### src/rtl/rx_char_pkg.sv
package rx_char_pkg;
  typedef enum logic [2:0] {
    ST_IDLE,
    ST_START,
    ST_DATA,
    ST_PAR,
    ST_STOP,
    ST_BRK
  } rx_state_e;
endpackage

### src/rtl/rx_line_sync.sv
module rx_line_sync #(
  parameter int STAGES = 2
) (
  input  logic clk,
  input  logic rst,
  input  logic d_in,
  output logic d_out
);
  logic [STAGES-1:0] chain_q;

  generate
    if (STAGES == 1) begin : g_one
      always_ff @(posedge clk) begin
        if (rst) chain_q <= 1'b1;
        else     chain_q <= d_in;
      end
    end else begin : g_many
      always_ff @(posedge clk) begin
        if (rst) chain_q <= '1;
        else     chain_q <= {chain_q[STAGES-2:0], d_in};
      end
    end
  endgenerate

  assign d_out = chain_q[STAGES-1];
endmodule

### src/rtl/rx_frame_fsm.sv
module rx_frame_fsm
  import rx_char_pkg::*;
#(
  parameter int OSR    = 16,
  parameter int DATA_W = 8
) (
  input  logic              clk,
  input  logic              rst,
  input  logic              tick,
  input  logic              rxs,
  input  logic [1:0]        cfg_len,
  input  logic              cfg_par_en,
  input  logic              cfg_par_odd,
  output logic              valid_o,
  output logic [DATA_W-1:0] data_o,
  output logic              perr_o,
  output logic              ferr_o,
  output logic              berr_o
);
  localparam int CW = $clog2(OSR);
  localparam int IW = $clog2(DATA_W);
  localparam logic [CW-1:0] MID  = CW'(OSR / 2 - 1);
  localparam logic [CW-1:0] LAST = CW'(OSR - 1);

  rx_state_e         st_q;
  logic [CW-1:0]     tcnt_q;
  logic [IW-1:0]     bidx_q;
  logic [DATA_W-1:0] shreg_q;
  logic              zero_q;
  logic              par_q;
  logic [IW-1:0]     last_idx;

  assign last_idx = IW'(4) + IW'(cfg_len);

  always_ff @(posedge clk) begin
    if (rst) begin
      st_q    <= ST_IDLE;
      tcnt_q  <= '0;
      bidx_q  <= '0;
      shreg_q <= '0;
      zero_q  <= 1'b0;
      par_q   <= 1'b0;
      valid_o <= 1'b0;
      data_o  <= '0;
      perr_o  <= 1'b0;
      ferr_o  <= 1'b0;
      berr_o  <= 1'b0;
    end else begin
      valid_o <= 1'b0;
      if (tick) begin
        unique case (st_q)
          ST_IDLE: begin
            if (!rxs) begin
              st_q   <= ST_START;
              tcnt_q <= '0;
            end
          end
          ST_START: begin
            if (tcnt_q == MID) begin
              if (rxs) begin
                st_q <= ST_IDLE;
              end else begin
                st_q    <= ST_DATA;
                tcnt_q  <= '0;
                bidx_q  <= '0;
                shreg_q <= '0;
                zero_q  <= 1'b1;
              end
            end else begin
              tcnt_q <= tcnt_q + 1'b1;
            end
          end
          ST_DATA: begin
            if (tcnt_q == LAST) begin
              tcnt_q          <= '0;
              shreg_q[bidx_q] <= rxs;
              if (rxs) zero_q <= 1'b0;
              if (bidx_q == last_idx) st_q <= cfg_par_en ? ST_PAR : ST_STOP;
              else                    bidx_q <= bidx_q + 1'b1;
            end else begin
              tcnt_q <= tcnt_q + 1'b1;
            end
          end
          ST_PAR: begin
            if (tcnt_q == LAST) begin
              tcnt_q <= '0;
              par_q  <= rxs;
              if (rxs) zero_q <= 1'b0;
              st_q   <= ST_STOP;
            end else begin
              tcnt_q <= tcnt_q + 1'b1;
            end
          end
          ST_STOP: begin
            if (tcnt_q == LAST) begin
              tcnt_q  <= '0;
              valid_o <= 1'b1;
              data_o  <= shreg_q;
              ferr_o  <= !rxs;
              berr_o  <= zero_q && !rxs;
              perr_o  <= cfg_par_en && ((^shreg_q) ^ par_q ^ cfg_par_odd);
              if (zero_q && !rxs) begin
                st_q <= ST_BRK;
              end else if (!rxs) begin
                st_q    <= ST_DATA;
                bidx_q  <= '0;
                shreg_q <= '0;
                zero_q  <= 1'b1;
              end else begin
                st_q <= ST_IDLE;
              end
            end else begin
              tcnt_q <= tcnt_q + 1'b1;
            end
          end
          ST_BRK: begin
            if (rxs) st_q <= ST_IDLE;
          end
          default: st_q <= ST_IDLE;
        endcase
      end
    end
  end

  // a start that reads high at its midpoint returns to idle
  p_glitch_reject_r2: assert property (@(posedge clk) disable iff (rst)
    (st_q == ST_START && tick && tcnt_q == MID && rxs) |=> (st_q == ST_IDLE && !valid_o));

  // the break hold is left only after a high sample on a tick
  p_break_hold_r8: assert property (@(posedge clk) disable iff (rst)
    (st_q == ST_BRK && !(tick && rxs)) |=> (st_q == ST_BRK));
endmodule

### src/rtl/rx_char_engine.sv
module rx_char_engine #(
  parameter int OSR         = 16,
  parameter int DATA_W      = 8,
  parameter int SYNC_STAGES = 2
) (
  input  logic              clk,
  input  logic              rst,
  input  logic              rx_line,
  input  logic              os_tick,
  input  logic [1:0]        cfg_len,
  input  logic              cfg_par_en,
  input  logic              cfg_par_odd,
  output logic              chr_valid,
  output logic [DATA_W-1:0] chr_data,
  output logic              tag_parity,
  output logic              tag_frame,
  output logic              tag_break
);
  logic rx_sync;

  rx_line_sync #(.STAGES(SYNC_STAGES)) u_sync (
    .clk   (clk),
    .rst   (rst),
    .d_in  (rx_line),
    .d_out (rx_sync)
  );

  rx_frame_fsm #(.OSR(OSR), .DATA_W(DATA_W)) u_fsm (
    .clk         (clk),
    .rst         (rst),
    .tick        (os_tick),
    .rxs         (rx_sync),
    .cfg_len     (cfg_len),
    .cfg_par_en  (cfg_par_en),
    .cfg_par_odd (cfg_par_odd),
    .valid_o     (chr_valid),
    .data_o      (chr_data),
    .perr_o      (tag_parity),
    .ferr_o      (tag_frame),
    .berr_o      (tag_break)
  );

  // the strobe never lasts two cycles
  p_strobe_single_r9: assert property (@(posedge clk) disable iff (rst)
    chr_valid |=> !chr_valid);

  // data and tags move only together with the strobe
  p_quiet_fields_r9: assert property (@(posedge clk) disable iff (rst)
    !chr_valid |-> ($stable(chr_data) && $stable(tag_parity) && $stable(tag_frame) && $stable(tag_break)));

  // a break always carries zero data and a framing tag
  p_break_frame_r7: assert property (@(posedge clk) disable iff (rst)
    (chr_valid && tag_break) |-> (tag_frame && chr_data == '0));
endmodule

### config.mk
export PLATFORM = sky130hd
export DESIGN_NAME = rx_char_engine
export DESIGN_NICKNAME = d
export VERILOG_FILES = /design/src/rtl/rx_char_pkg.sv /design/src/rtl/rx_line_sync.sv /design/src/rtl/rx_frame_fsm.sv /design/src/rtl/rx_char_engine.sv
export SDC_FILE = /design/constraint.sdc
export NUM_CORES = 1
export LEC_CHECK = 0
export BUFFER_PORTS_ARGS = -buffer_cell sky130_fd_sc_hd__buf_2
export CAP_MARGIN = 20
export CORE_MARGIN = 2
export CORE_UTILIZATION = 32
export DETAILED_ROUTE_END_ITERATION = 16
export MAX_ROUTING_LAYER = met4
export SETUP_SLACK_MARGIN = 0.3
export SKIP_CTS_REPAIR_TIMING = 1
export SKIP_LAST_GASP = 1
export SYNTH_ARGS = -nofsm -noshare
export SYNTH_HDL_FRONTEND = slang
export SYNTH_SLANG_ARGS = --single-unit
### constraint.sdc
create_clock -name clk -period 2.6 [get_ports clk]
set_input_delay 0.13 -clock clk [delete_from_list [all_inputs] [get_ports clk]]
set_output_delay 0.13 -clock clk [all_outputs]
set_load 0.05 [all_outputs]
-- After elaboration in Yosys (flattened, before gate mapping)
Index checks and enable logic that the tools add are counted.
- add/subtract/negate cells: 3
- $lt $le $gt $ge: 2
- eq/ne operators: 19
- muxes and demuxes: 39
- bitwise operators: 4
- reductions and logical operators: 19
- operator list (cell ; count):
    $mux W3 ; 15
    $mux W8 ; 5
    $pmux W8 S3 ; 1
    $pmux W3 S6 ; 1
    $ne A2 B1 Y1 const B ; 7
    $reduce_and A7 Y1 ; 2
    $mux W4 ; 3
    $pmux W4 S3 ; 1
    $pmux W3 S3 ; 1
    $reduce_bool A3 Y1 ; 3
    $bwmux W8 ; 1
    $mux W1 ; 8
    $ne A2 B2 Y1 const B ; 4
    $reduce_and A8 Y1 ; 1
    $reduce_xor A8 Y1 ; 1
    $eq A3 B2 Y1 const B ; 2
    $eq A3 B3 Y1 const B ; 2
    $reduce_and A3 Y1 ; 2
    $reduce_and A6 Y1 ; 1
    $reduce_or A3 Y1 ; 2
    $add A4 B1 Y4 const B ; 1
    $eq A4 B3 Y1 const B ; 1
    $eq A4 B4 Y1 const B ; 1
    $lt A3 B4 Y1 const B ; 1
    15 further kinds ; 19
- bits in registers: 34
- bits of input ports: 8

-- Depth between registers and ports, before layout
Gate-level depths: netlist of the first run.
- word-level depth: 7
- mapped depth: 8
- depth with buffers taken out: 6

-- By module
A second synthesis of the first run with hierarchy kept.
- cell total of the unflattened synthesis: 247
- area total of the unflattened synthesis: 2028.2 µm²
- modules (own cells, without submodules) (module ; instances ; cells each ; area each (µm²)):
    rx_frame_fsm ; 1 ; 243 ; 1975.6
    rx_line_sync ; 1 ; 4 ; 52.6

-- Worst setup path after synthesis of the first run
Ideal clock, no wire load.
- path type: register -> register
- start: register u_fsm.tcnt_q[0]
- end: register u_fsm.shreg_q[5]
- library setup time: 0.132 ns
- data arrival time: 1.842 ns
- data required time: 2.468 ns
- path slack: 0.626 ns
- cell stages (with the launch flop): 9
- period minus slack after synthesis: 1.974 ns
- cell sequence: dfxtp_1 > ha_1 > and3_1 > clkbuf_1 > nor2_1 > or4b_4 > buf_2 > o21ai_1 > a21oi_1
- cells in the longest elaborated chain, start to end: 3
- RTL lines (element ; line ; text):
    start, declared ; rx_frame_fsm.sv:26 ; logic [CW-1:0] tcnt_q;
    start signal, assigned ; rx_frame_fsm.sv:70 ; tcnt_q <= tcnt_q + 1'b1;
    start signal, assigned ; rx_frame_fsm.sv:81 ; tcnt_q <= tcnt_q + 1'b1;
    start signal, assigned ; rx_frame_fsm.sv:91 ; tcnt_q <= tcnt_q + 1'b1;
    $eq A4 B4 Y1 or $eq A4 B3 Y1 (tied branches) ; rx_frame_fsm.sv:74, rx_frame_fsm.sv:95, rx_frame_fsm.sv:59 ;
    $ne A2 B1 Y1 (no source line) ; -- ;
    $reduce_and A6 Y1 (no source line) * ; -- ;
    end signal, assigned by index ; rx_frame_fsm.sv:76 ; shreg_q[bidx_q] <= rxs;
    end, declared ; rx_frame_fsm.sv:28 ; logic [DATA_W-1:0] shreg_q;
Mark *: on every way between the ends. The rest lies on a longest branch, timed or not.
A chain may end at the register's enable or synchronous reset.

-- Worst setup path after layout of the first run
- start: register u_fsm.st_q[2]
- end: register u_fsm.bidx_q[2]
- cells in the longest elaborated chain, start to end: 3
- RTL lines (element ; line ; text):
    start, declared ; rx_frame_fsm.sv:25 ; rx_state_e st_q;
    start signal, assigned ; rx_frame_fsm.sv:78 ; if (bidx_q == last_idx) st_q <= cfg_par_en ? ST_PAR : ST_STOP;
    $eq A3 B2 Y1, or another cell as far along ; rx_frame_fsm.sv:51 ; unique case (st_q)
    $ne A2 B2 Y1 (no source line), or another cell as far along ; -- ;
    $reduce_and A7 Y1 (no source line) ; -- ;
    end signal, assigned ; rx_frame_fsm.sv:79 ; else bidx_q <= bidx_q + 1'b1;
    end, declared ; rx_frame_fsm.sv:27 ; logic [IW-1:0] bidx_q;
Several ways; a longest one is shown, not always the timed one.

==> results.md, run 1 <==
| Item | Reported | Unit |
| --- | --- | --- |
| Pwr Total | 1.36 | mW |
| Final Slew Violations | 0 | - |
| Unrepaired setup endpoints after global routing | no | - |
| Status | complete, no violations | - |
| Kind of start point of the critical path | register | - |
| Vias | 1644 | - |
| Relative area change from synthesis to final layout | 13.2 | % |
| Fraction of power consumed by sequential logic | 0.438 | - |
| Switching Fraction | 0.329 | - |
| Number of standard-cell rows in the floorplan | 27 | - |
| Synthesis Warnings | 0 | - |
| Max rail drop VDD | 0.000209 | V |
| Wire length of the first global-routing pass | 7070 | µm |
| DRC violation total after the first TritonRoute iteration | 144 | - |
| Proportion of synthesized chip area in sequential cells | 0.379 | - |
| Static Leakage | 0.724 | nW |
| Clock-pin slew on the worst setup and hold paths | 0.07 | ns |
| Maximum number of pins on one net before global-route repair | 37 | - |
| Horizontal extent of the die | 79.0 | µm |
| Clock tree from TritonCTS | done | - |
| Vias per cell | 5.19 | - |
| Worst clock skew on the final layout | 0.00595 | ns |
| Worst-path fanout max | 14 | - |
| Vias in the first global route | 1513 | - |
| Part of the total power dissipated in combinational logic | 0.263 | - |
| Mean routed wirelength per cell | 12.7 | µm |
| Internal power consumption | 0.910 | mW |
| Delay contributed by the slowest stage of the critical path | 0.58 | ns |
| Global Route Usage Sum | 0.147 | - |
| Chip Height | 79.0 | µm |
| Largest area contributor in the netlist | sky130_fd_sc_hd__dfxtp_1 | - |
| Insertion delay of the later-clocked pin in the worst-skew pair | 0.29 | ns |
| Critical Path End Type | register | - |
| Weighted congestion at the end of routability-driven global placement | 0.845 | - |
| Antenna violation net count after detailed routing | 0 | - |
| Avg Inst Size Synth | 7.75 | µm² |
| Synth async-reset ratio | 0 | - |
| Required time at the worst-slack endpoint | 2.79 | ns |
| Post-route clock period utilization | 0.811 | - |
| Hold Crit Class | in2reg | - |
| Count of inserted antenna diode cells | 0 | - |
| Syn nets | 242 | - |
| Top-area cell type share of the netlist area | 0.379 | - |
| Post-synthesis instance area | 1800 | µm² |
| Number of placed I/O pins | 20 | - |
| Power spent charging and discharging nets | 0.446 | mW |
| Number of buffers on the longest clock path | 2 | - |
| DRC violation count after routing | 0 | - |
| Maximum frequency from static timing analysis | 474 | MHz |
| Critical path class | reg2reg | - |
| Flops & latches, synth | 34 | - |
| Number of unique standard cell types used by synthesis | 46 | - |
| DRT Pass-1 Iters | 4 | - |
| Number of antenna violations at the first check in global routing | 0 | - |
| Area contributors post-synth | sky130_fd_sc_hd__dfxtp_1 (38%), sky130_fd_sc_hd__a21oi_1 (8.9%), sky130_fd_sc_hd__nand2_1 (7.1%) | - |
| Placed Instance Area | 1940 | µm² |
| Time the final worst path needs with I/O delays and setup | 2.11 | ns |
| Pwr/cell area | 666 | nW/µm² |
| Port Buffers | 19 | - |
| Post-DP HPWL | 2850 | µm |
| Most used DFF post-synth | sky130_fd_sc_hd__dfxtp_1 | - |
| Cell at the root of the clock tree | sky130_fd_sc_hd__clkbuf_8 | - |
| Max-Slew Margin vs Limit | 0.563 | - |
| Clock sink count | 34 | - |
| Core region area | 5470 | µm² |
| Number of levels in the clock H-tree | 2 | - |
| Final std cell area, no fill | 2040 | µm² |
| List of most frequent post-synthesis cells | sky130_fd_sc_hd__dfxtp_1 (34), sky130_fd_sc_hd__nand2_1 (34), sky130_fd_sc_hd__a21oi_1 (32) | - |
| Number of failing setup endpoints in the final timing report | 0 | - |
| Worst hold-check slack | 0.0202 | ns |
| GRT Residual Overflow | 0 | - |
| Arrival time reported for the critical path endpoint | 2.30 | ns |
| Count of max-cap constraint violations | 0 | - |
| Final layout net count | 254 | - |
| Inserted Clock Buffers | 5 | - |
| Final number of hold-violating endpoints | 0 | - |
| Setup_tns | 0 | ns |
| Clk pwr share | 0.299 | - |
| Starting density of the core | 0.329 | - |
| Total length of routed wires | 4030 | µm |
| CP max stage cell | sky130_fd_sc_hd__or4b_4 | - |
| Share of post-route cells with drive strength above 1 | 0.155 | - |
| Worst-Margin Slew | 0.656 | ns |
| Cells along the critical path | or3b_1, o32a_1, or4b_4, a2111oi_2 | - |
| Cell count after synthesis | 232 | - |
| Floorplan die area | 6230 | µm² |
| Core Util, Final | 0.372 | - |
| Number of enable-type register cells in the synthesized netlist | 0 | - |
[sequential cells by signal (all words and copies together), names as in the netlist]
register,flops
u_fsm.ferr_o,1
u_fsm.data_o,8
u_fsm.shreg_q,8
u_fsm.zero_q,1
u_fsm.berr_o,1
u_fsm.st_q,3
u_fsm.bidx_q,3
u_fsm.perr_o,1
u_fsm.tcnt_q,4
u_sync.chain_q,2
u_fsm.valid_o,1
u_fsm.par_q,1
[worst max-delay path: cells and delay by family, from the launching register on]
kind	cells	cell delay (ns)
compound gates	2	0.54
flops	1	0.44
simple gates	2	1.03
[cell families (layout without fill, tap and decap cells)]
kind of cell | after synthesis | after routing | share of synthesized area
adders and majority gates | 3 | 3 | 0.0195
xor gates and xnor gates | 11 | 11 | 0.0612
and+or+nand+nor | 90 | 90 | 0.247
AOI/OAI and AO/OA | 70 | 70 | 0.238
muxes | 1 | 1 | 0.00557
buffers and inverters | 23 | 36 | 0.0501
DFF | 34 | 34 | 0.379
[layout by cell type (no fill, tap or decap), drive strengths merged, types with 2 or more instances in the layout]
cell / instances
nor3: 4
buf: 22
ha: 2
nor3b: 3
or3: 2
nor2b: 3
or2: 3
a21oi: 32
inv: 6
dfxtp: 34
nand3: 7
a31oi: 6
xnor2: 10
or3b: 2
a311oi: 4
nor2: 19
clkbuf: 7
a211oi: 2
nand4: 3
and3: 3
o21ai: 14
nand2: 34
[worst paths after layout]
path                     start                 to  slack [ns]  cells after the start
max              u_fsm.st_q[2]    u_fsm.bidx_q[2]        0.49                      4
min                    rx_line  u_sync.chain_q[0]        0.02                      2
max reg2reg      u_fsm.st_q[2]    u_fsm.bidx_q[2]        0.49                      4
min reg2reg  u_sync.chain_q[0]  u_sync.chain_q[1]        0.41                      1
[power by group through the flow]
stage               sequential, mW  clock, mW  combinational [mW]
floorplan                    0.578          0               0.307
global placement             0.603          0               0.351
detailed placement           0.606          0               0.353
CTS                          0.593      0.426               0.356
global route                 0.604      0.445               0.405
finish                       0.594      0.405               0.357
[through the flow]
step	std cells	worst slack (ns)
CTS	317	0.495
global route	317	0.327
detailed placement	309	0.514
finish	317	0.492
floorplan	232	0.626
global placement	309	0.562
[per-layer routing]
layer | vias up | track usage | share of wire | routed length [µm]
met3 | 7 | 0.0477 | 0.044 | 179
met2 | 30 | 0.218 | 0.45 | 1790
li1 | 851 | - | - | -
met5 | - | - | 0 | 0
met4 | 0 | 0.0466 | 0.015 | 60
met1 | 756 | 0.192 | 0.49 | 1990
[area by class of cell]
cell class,count,area (µm²)
Clock buffer,7,86.3
Clock inverter,1,5.00
Fill cell,609,3440
Inverter,6,22.5
Multi-Input combinational cell,175,1030
Sequential cell,34,681
Tap cell,72,90.1
Timing Repair Buffer,22,118
Power figures use the tool's default switching activity.
==> run 2: changes to the inputs <==
==> constraint.sdc (replaced) <==
create_clock -name clk -period 1.9 [get_ports clk]
set_input_delay 0.095 -clock clk [delete_from_list [all_inputs] [get_ports clk]]
set_output_delay 0.095 -clock clk [all_outputs]
set_load 0.05 [all_outputs]
==> run 2 against run 1 <==
The run now ends with negative setup slack left. Clock power up 100%. Final cell count up 6.6%. Core utilization up 6.2 points. Total power up 72%. Sequential cell count unchanged. Die area unchanged.
==> results.md, run 2 (same netlist as run 1, synthesis figures left out) <==
| Item | Reported | Unit | vs previous |
| --- | --- | --- | --- |
| Setup_tns | -0.108 | ns | -0.108 ns |
| Wire length of the first global-routing pass | 7340 | µm | +3.9% |
| CP max stage cell | sky130_fd_sc_hd__or4b_4 | - |  |
| CP Buf/Inv Count | 0 | - | unchanged |
| Commonest cells after routing, fill and taps aside | sky130_fd_sc_hd__nand2_1 (34), sky130_fd_sc_hd__a21oi_1 (32), sky130_fd_sc_hd__dfxtp_1 (27) | - |  |
| Cell at the root of the clock tree | sky130_fd_sc_hd__clkbuf_8 | - |  |
| Core Util, Final | 0.434 | - | +0.0617 |
| DRT Pass-1 Iters | 4 | - | unchanged |
| DRC violation total after the first TritonRoute iteration | 109 | - | -24% |
| Number of buffers on the longest clock path | 2 | - | unchanged |
| Total length of routed wires | 4880 | µm | +21% |
| Unrepaired setup endpoints after global routing | yes | - |  |
| Chip Height | 79.0 | µm | unchanged |
| Antenna violation net count after detailed routing | 0 | - | unchanged |
| Most common library cell in the layout ignoring fill and taps | sky130_fd_sc_hd__nand2_1 | - |  |
| Required time at the worst-slack endpoint | 2.09 | ns | -0.70 ns |
| Cell Count Post-Placement | 326 | - | +5.5% |
| Cells along the critical path | or3b_4, o32a_1, or4b_4, a2111oi_4 | - |  |
| Post-place setup slack | -0.0573 | ns | -0.571 ns |
| Pwr/cell area | 983 | nW/µm² | +48% |
| Count of max-cap constraint violations | 0 | - | unchanged |
| Final layout net count | 275 | - | +8.3% |
| Horizontal extent of the die | 79.0 | µm | unchanged |
| Relative area change from synthesis to final layout | 32.0 | % |  |
| Clock tree from TritonCTS | done | - |  |
| Starting density of the core | 0.329 | - | unchanged |
| Vias in the first global route | 1609 | - | +6.3% |
| Static Leakage | 0.866 | nW | +20% |
| Critical Path End Type | register | - |  |
| GRT Residual Overflow | 0 | - | unchanged |
| Worst-Margin Slew | 0.331 | ns | -0.325 ns |
| Clock-pin slew on the worst setup and hold paths | 0.08 | ns | about the same |
| Vias per cell | 5.41 | - | +4.3% |
| Weighted congestion at the end of routability-driven global placement | 0.837 | - | -0.96% |
| Critical path class | reg2reg | - |  |
| Worst clock skew on the final layout | 0.0115 | ns | +0.00555 ns |
| Number of antenna violations at the first check in global routing | 0 | - | unchanged |
| Final std cell area, no fill | 2370 | µm² | +17% |
| Final Slew Violations | 0 | - | unchanged |
| Clock sink count | 34 | - | unchanged |
| Max rail drop VDD | 0.000389 | V | +87% |
| Max-Slew Margin vs Limit | 0.780 | - | +0.217 |
| Floorplan die area | 6230 | µm² | unchanged |
| Time the final worst path needs with I/O delays and setup | 1.95 | ns | -0.158 ns |
| Arrival time reported for the critical path endpoint | 2.15 | ns | -0.15 ns |
| Maximum frequency from static timing analysis | 513 | MHz | +8.1% |
| Maximum number of pins on one net before global-route repair | 30 | - | -19% |
| Non-filler instance count after layout | 338 | - | +6.6% |
| Worst hold-check slack | 0.0981 | ns | +0.0779 ns |
| Vias | 1828 | - | +11% |
| Number of levels in the clock H-tree | 2 | - | unchanged |
| Number of placed I/O pins | 20 | - | unchanged |
| Setup WS post-layout | -0.0502 | ns | -0.542 ns |
| Inserted Clock Buffers | 5 | - | unchanged |
| Delay contributed by the slowest stage of the critical path | 0.60 | ns | +0.02 ns |
| Post-route clock period utilization | 1.03 | - | +0.216 |
| Global Route Usage Sum | 0.155 | - | +0.00735 |
| Hold Crit Class | in2reg | - |  |
| Insertion delay of the later-clocked pin in the worst-skew pair | 0.29 | ns | about the same |
| Placed Instance Area | 2080 | µm² | +7.6% |
| Pwr Total | 2.33 | mW | +72% |
| Largest delay contributor family on the critical path | simple AND/OR/NAND/NOR gates | - |  |
| Number of failing setup endpoints in the final timing report | 6 | - | +6 |
| Status | finished, violations left | - |  |
| Port Buffers | 19 | - | unchanged |
| Top flop regs | u_fsm.data_o x8, u_fsm.shreg_q x8, u_fsm.tcnt_q x4 | - |  |
| Kind of start point of the critical path | register | - |  |
| Violated checks | negative setup slack | - |  |
| DRC violation count after routing | 0 | - | unchanged |
| Share of post-route cells with drive strength above 1 | 0.293 | - | +0.138 |
| Worst-path fanout max | 6 | - | -8 |
| Post-DP HPWL | 3210 | µm | +12% |
| Core region area | 5470 | µm² | unchanged |
| Count of inserted antenna diode cells | 0 | - | unchanged |
| Final number of hold-violating endpoints | 0 | - | unchanged |
| Mean routed wirelength per cell | 14.4 | µm | +14% |
| Number of standard-cell rows in the floorplan | 27 | - | unchanged |
-- run 2: report_power, final --
group / internal [mW] / total [mW] / leakage (nW) / switching [mW]
clock network: 0.526 / 0.814 / 0.0683 / 0.289
logic: 0.327 / 0.729 / 0.520 / 0.402
registers: 0.750 / 0.790 / 0.278 / 0.0404
-- run 2: per-layer routing --
metal	global-route usage	share of wire	vias up
met3	0.0341	0.044	8
met1	0.177	0.44	882
met5	-	0	-
met2	0.267	0.50	42
met4	0.0569	0.019	0
li1	-	-	896
-- run 2: area by class of cell --
type,count,area [µm²]
Clock buffer,5,68.8
Clock inverter,3,68.8
Fill cell,569,3100
Inverter,6,22.5
Multi-Input combinational cell,176,1150
Sequential cell,34,692
Tap cell,72,90.1
Timing Repair Buffer,42,282
-- run 2: worst paths after layout --
| kind | start | to | slack [ns] | depth (start not counted) |
|---|---|---|---|---|
| setup reg to reg | u_fsm.st_q[2] | u_fsm.bidx_q[2] | -0.05 | 4 |
| setup / recovery | u_fsm.st_q[2] | u_fsm.bidx_q[2] | -0.05 | 4 |
| hold / removal | rst | u_fsm.tcnt_q[2] | 0.1 | 2 |
| hold reg to reg | u_sync.chain_q[0] | u_sync.chain_q[1] | 0.41 | 1 |
==> run 3: changes to the inputs <==
--- a/config.mk
+++ b/config.mk
@@ -12,7 +12,6 @@
 export DETAILED_ROUTE_END_ITERATION = 16
 export MAX_ROUTING_LAYER = met4
 export SETUP_SLACK_MARGIN = 0.3
-export SKIP_CTS_REPAIR_TIMING = 1
 export SKIP_LAST_GASP = 1
 export SYNTH_ARGS = -nofsm -noshare
 export SYNTH_HDL_FRONTEND = slang
==> run 3 against run 2 <==
The run still ends with negative setup slack left. Worst setup slack better by 0.024 ns. Sequential share of layout area down 2.1 points. Total power up 7.5%. Sequential cell count unchanged. Wire length up 2.0%. Maximum frequency up 1.3%. Clock-buffer cell count unchanged. Largest power group is now combinational cells.
==> results.md, run 3 (same netlist as run 1, synthesis figures left out) <==
| Item | Reported | Unit | vs previous |
| --- | --- | --- | --- |
| Share of post-route cells with drive strength above 1 | 0.389 | - | +0.0959 |
| DRC violation count after routing | 0 | - | unchanged |
| Cell at the root of the clock tree | sky130_fd_sc_hd__clkbuf_8 | - |  |
| Clock tree from TritonCTS | done | - |  |
| Vias per cell | 5.19 | - | -4.0% |
| Most common library cell in the layout ignoring fill and taps | sky130_fd_sc_hd__nand2_1 | - |  |
| Setup WS post-layout | -0.0259 | ns | +0.0242 ns |
| Footprint of the multi-input gates | 1230 | µm² | +7.2% |
| Cells along the critical path | or3b_4, o32a_1, or4b_4, buf_12, o21ai_4, a21oi_2 | - |  |
| Weighted congestion at the end of routability-driven global placement | 0.837 | - | unchanged |
| Delay contributed by the slowest stage of the critical path | 0.54 | ns | -0.06 ns |
| Number of levels in the clock H-tree | 2 | - | unchanged |
| Clock sink count | 34 | - | unchanged |
| Post-route clock period utilization | 1.01 | - | -0.0128 |
| Required time at the worst-slack endpoint | 2.07 | ns | -0.02 ns |
| Area taken by flip-flops and latches | 692 | µm² | unchanged |
| Critical path class | reg2reg | - |  |
| CP max stage cell | sky130_fd_sc_hd__or4b_4 | - |  |
| Final Slew Violations | 0 | - | unchanged |
| Antenna violation net count after detailed routing | 0 | - | unchanged |
| Starting density of the core | 0.329 | - | unchanged |
| CP Buf/Inv Count | 1 | - | +1 |
| Floorplan die area | 6230 | µm² | unchanged |
| Total length of routed wires | 4980 | µm | +2.0% |
| Vias in the first global route | 1686 | - | +4.8% |
| Violated checks | negative setup slack | - |  |
| Critical Path End Type | register | - |  |
| Vias | 1802 | - | -1.4% |
| Inserted Clock Buffers | 5 | - | unchanged |
| DRC violation total after the first TritonRoute iteration | 122 | - | +12% |
| Static Leakage | 0.934 | nW | +7.9% |
| Final number of hold-violating endpoints | 0 | - | unchanged |
| Port Buffers | 19 | - | unchanged |
| Most heavily used metal layer in global routing | met2 | - |  |
| Worst-path fanout max | 8 | - | +2 |
| Grt met3 use | 0.0341 | - | unchanged |
| Mean routed wirelength per cell | 14.3 | µm | -0.66% |
| Count of inserted antenna diode cells | 0 | - | unchanged |
| Minimum setup slack among reg-to-reg paths | -0.03 | ns | +0.02 ns |
| Relative area change from synthesis to final layout | 42.3 | % |  |
| Maximum number of pins on one net before global-route repair | 30 | - | unchanged |
| Number of standard-cell rows in the floorplan | 27 | - | unchanged |
| GRT Residual Overflow | 0 | - | unchanged |
| Number of failing setup endpoints in the final timing report | 7 | - | +1 |
| Number of placed I/O pins | 20 | - | unchanged |
| Worst clock skew on the final layout | 0.00982 | ns | -0.00168 ns |
| Unrepaired setup endpoints after global routing | yes | - |  |
| Largest delay contributor family on the critical path | simple AND/OR/NAND/NOR gates | - |  |
| Top flop regs | u_fsm.data_o x8, u_fsm.shreg_q x8, u_fsm.tcnt_q x4 | - |  |
| Hold Crit Class | in2reg | - |  |
| Global Route met1 Usage | 0.184 | - | +0.00707 |
| Wire length of the first global-routing pass | 7650 | µm | +4.1% |
| Maximum frequency from static timing analysis | 519 | MHz | +1.3% |
| # fillers | 544 | - | -4.4% |
| Pwr/cell area | 981 | nW/µm² | -0.27% |
| DRT Pass-1 Iters | 4 | - | unchanged |
| Post-DP HPWL | 3210 | µm | unchanged |
| Non-filler instance count after layout | 347 | - | +2.7% |
| Insertion delay of the later-clocked pin in the worst-skew pair | 0.30 | ns | about the same |
| Worst hold-check slack | 0.108 | ns | +0.00950 ns |
| Max-Slew Margin vs Limit | 0.650 | - | -0.129 |
| Chip Height | 79.0 | µm | unchanged |
| Worst-Margin Slew | 0.521 | ns | +0.190 ns |
| Final layout net count | 284 | - | +3.3% |
| Time the final worst path needs with I/O delays and setup | 1.93 | ns | -0.0242 ns |
| Kind of start point of the critical path | register | - |  |
| Core region area | 5470 | µm² | unchanged |
| Commonest cells after routing, fill and taps aside | sky130_fd_sc_hd__nand2_1 (33), sky130_fd_sc_hd__a21oi_1 (28), sky130_fd_sc_hd__dfxtp_1 (27) | - |  |
| M2 GR Usage | 0.281 | - | +0.0145 |
| Number of buffers on the longest clock path | 2 | - | unchanged |
| Cell Count Post-Placement | 326 | - | unchanged |
| Max rail drop VDD | 0.000413 | V | +6.0% |
| Number of antenna violations at the first check in global routing | 0 | - | unchanged |
| Arrival time reported for the critical path endpoint | 2.10 | ns | -0.05 ns |
| Clock-pin slew on the worst setup and hold paths | 0.08 | ns | about the same |
| Pwr Total | 2.51 | mW | +7.5% |
| Global Route Usage Sum | 0.161 | - | +0.00668 |
| Horizontal extent of the die | 79.0 | µm | unchanged |
| Status | finished, violations left | - |  |
| Count of max-cap constraint violations | 0 | - | unchanged |
## run 3: area by class of cell
class | instances | area share
repair buffers | 52 | 0.150
inverters | 6 | 0.00880
well taps | 72 | 0.0352
clock buffers | 5 | 0.0269
multi-input cells | 175 | 0.482
clock inverters | 3 | 0.0269
flip-flops and latches | 34 | 0.270
## run 3: path summary, 6_finish.rpt
| path | startpoint | to | cells after the start |
|---|---|---|---|
| min | rst | u_fsm.tcnt_q[2] | 2 |
| max | u_fsm.st_q[1] | u_fsm.shreg_q[0] | 6 |
| min reg2reg | u_sync.chain_q[0] | u_sync.chain_q[1] | 1 |
| max reg2reg | u_fsm.st_q[1] | u_fsm.shreg_q[0] | 6 |
## run 3: metrics by stage
step	worst slack [ns]	util	area, µm²	setup TNS [ns]
after detailed placement	-0.0573	0.381	2080	-0.0573
final	-0.0259	0.468	2560	-0.0914
after global placement	-0.0189	0.381	2080	-0.0189
after global routing	-0.0757	0.468	2560	-0.600
after floorplan	0.0601	-	1830	0
after CTS	-0.0292	0.437	2390	-0.260
## run 3: repair_timing
action | 4_1_cts | 5_1_grt
pin swaps | 5 | 24
hold endpoints to repair | 1 | 0
hold buffers | 1 | 0
endpoints found under the setup margin | 22 | 30
setup buffers | 7 | 4
resized for setup | 29 | 31
cloned | 1 | 0
## run 3: per-layer routing
metal / vias to the layer above / wire (µm)
met5: - / 0
met3: 6 / 152
li1: 907 / -
met1: 863 / 2200
met4: 0 / 69
met2: 26 / 2550
## run 3: power by group
part / total [mW] / internal, mW / switching, mW
Clock: 0.824 / 0.526 / 0.298
Combinational: 0.899 / 0.436 / 0.463
Sequential: 0.786 / 0.750 / 0.0359
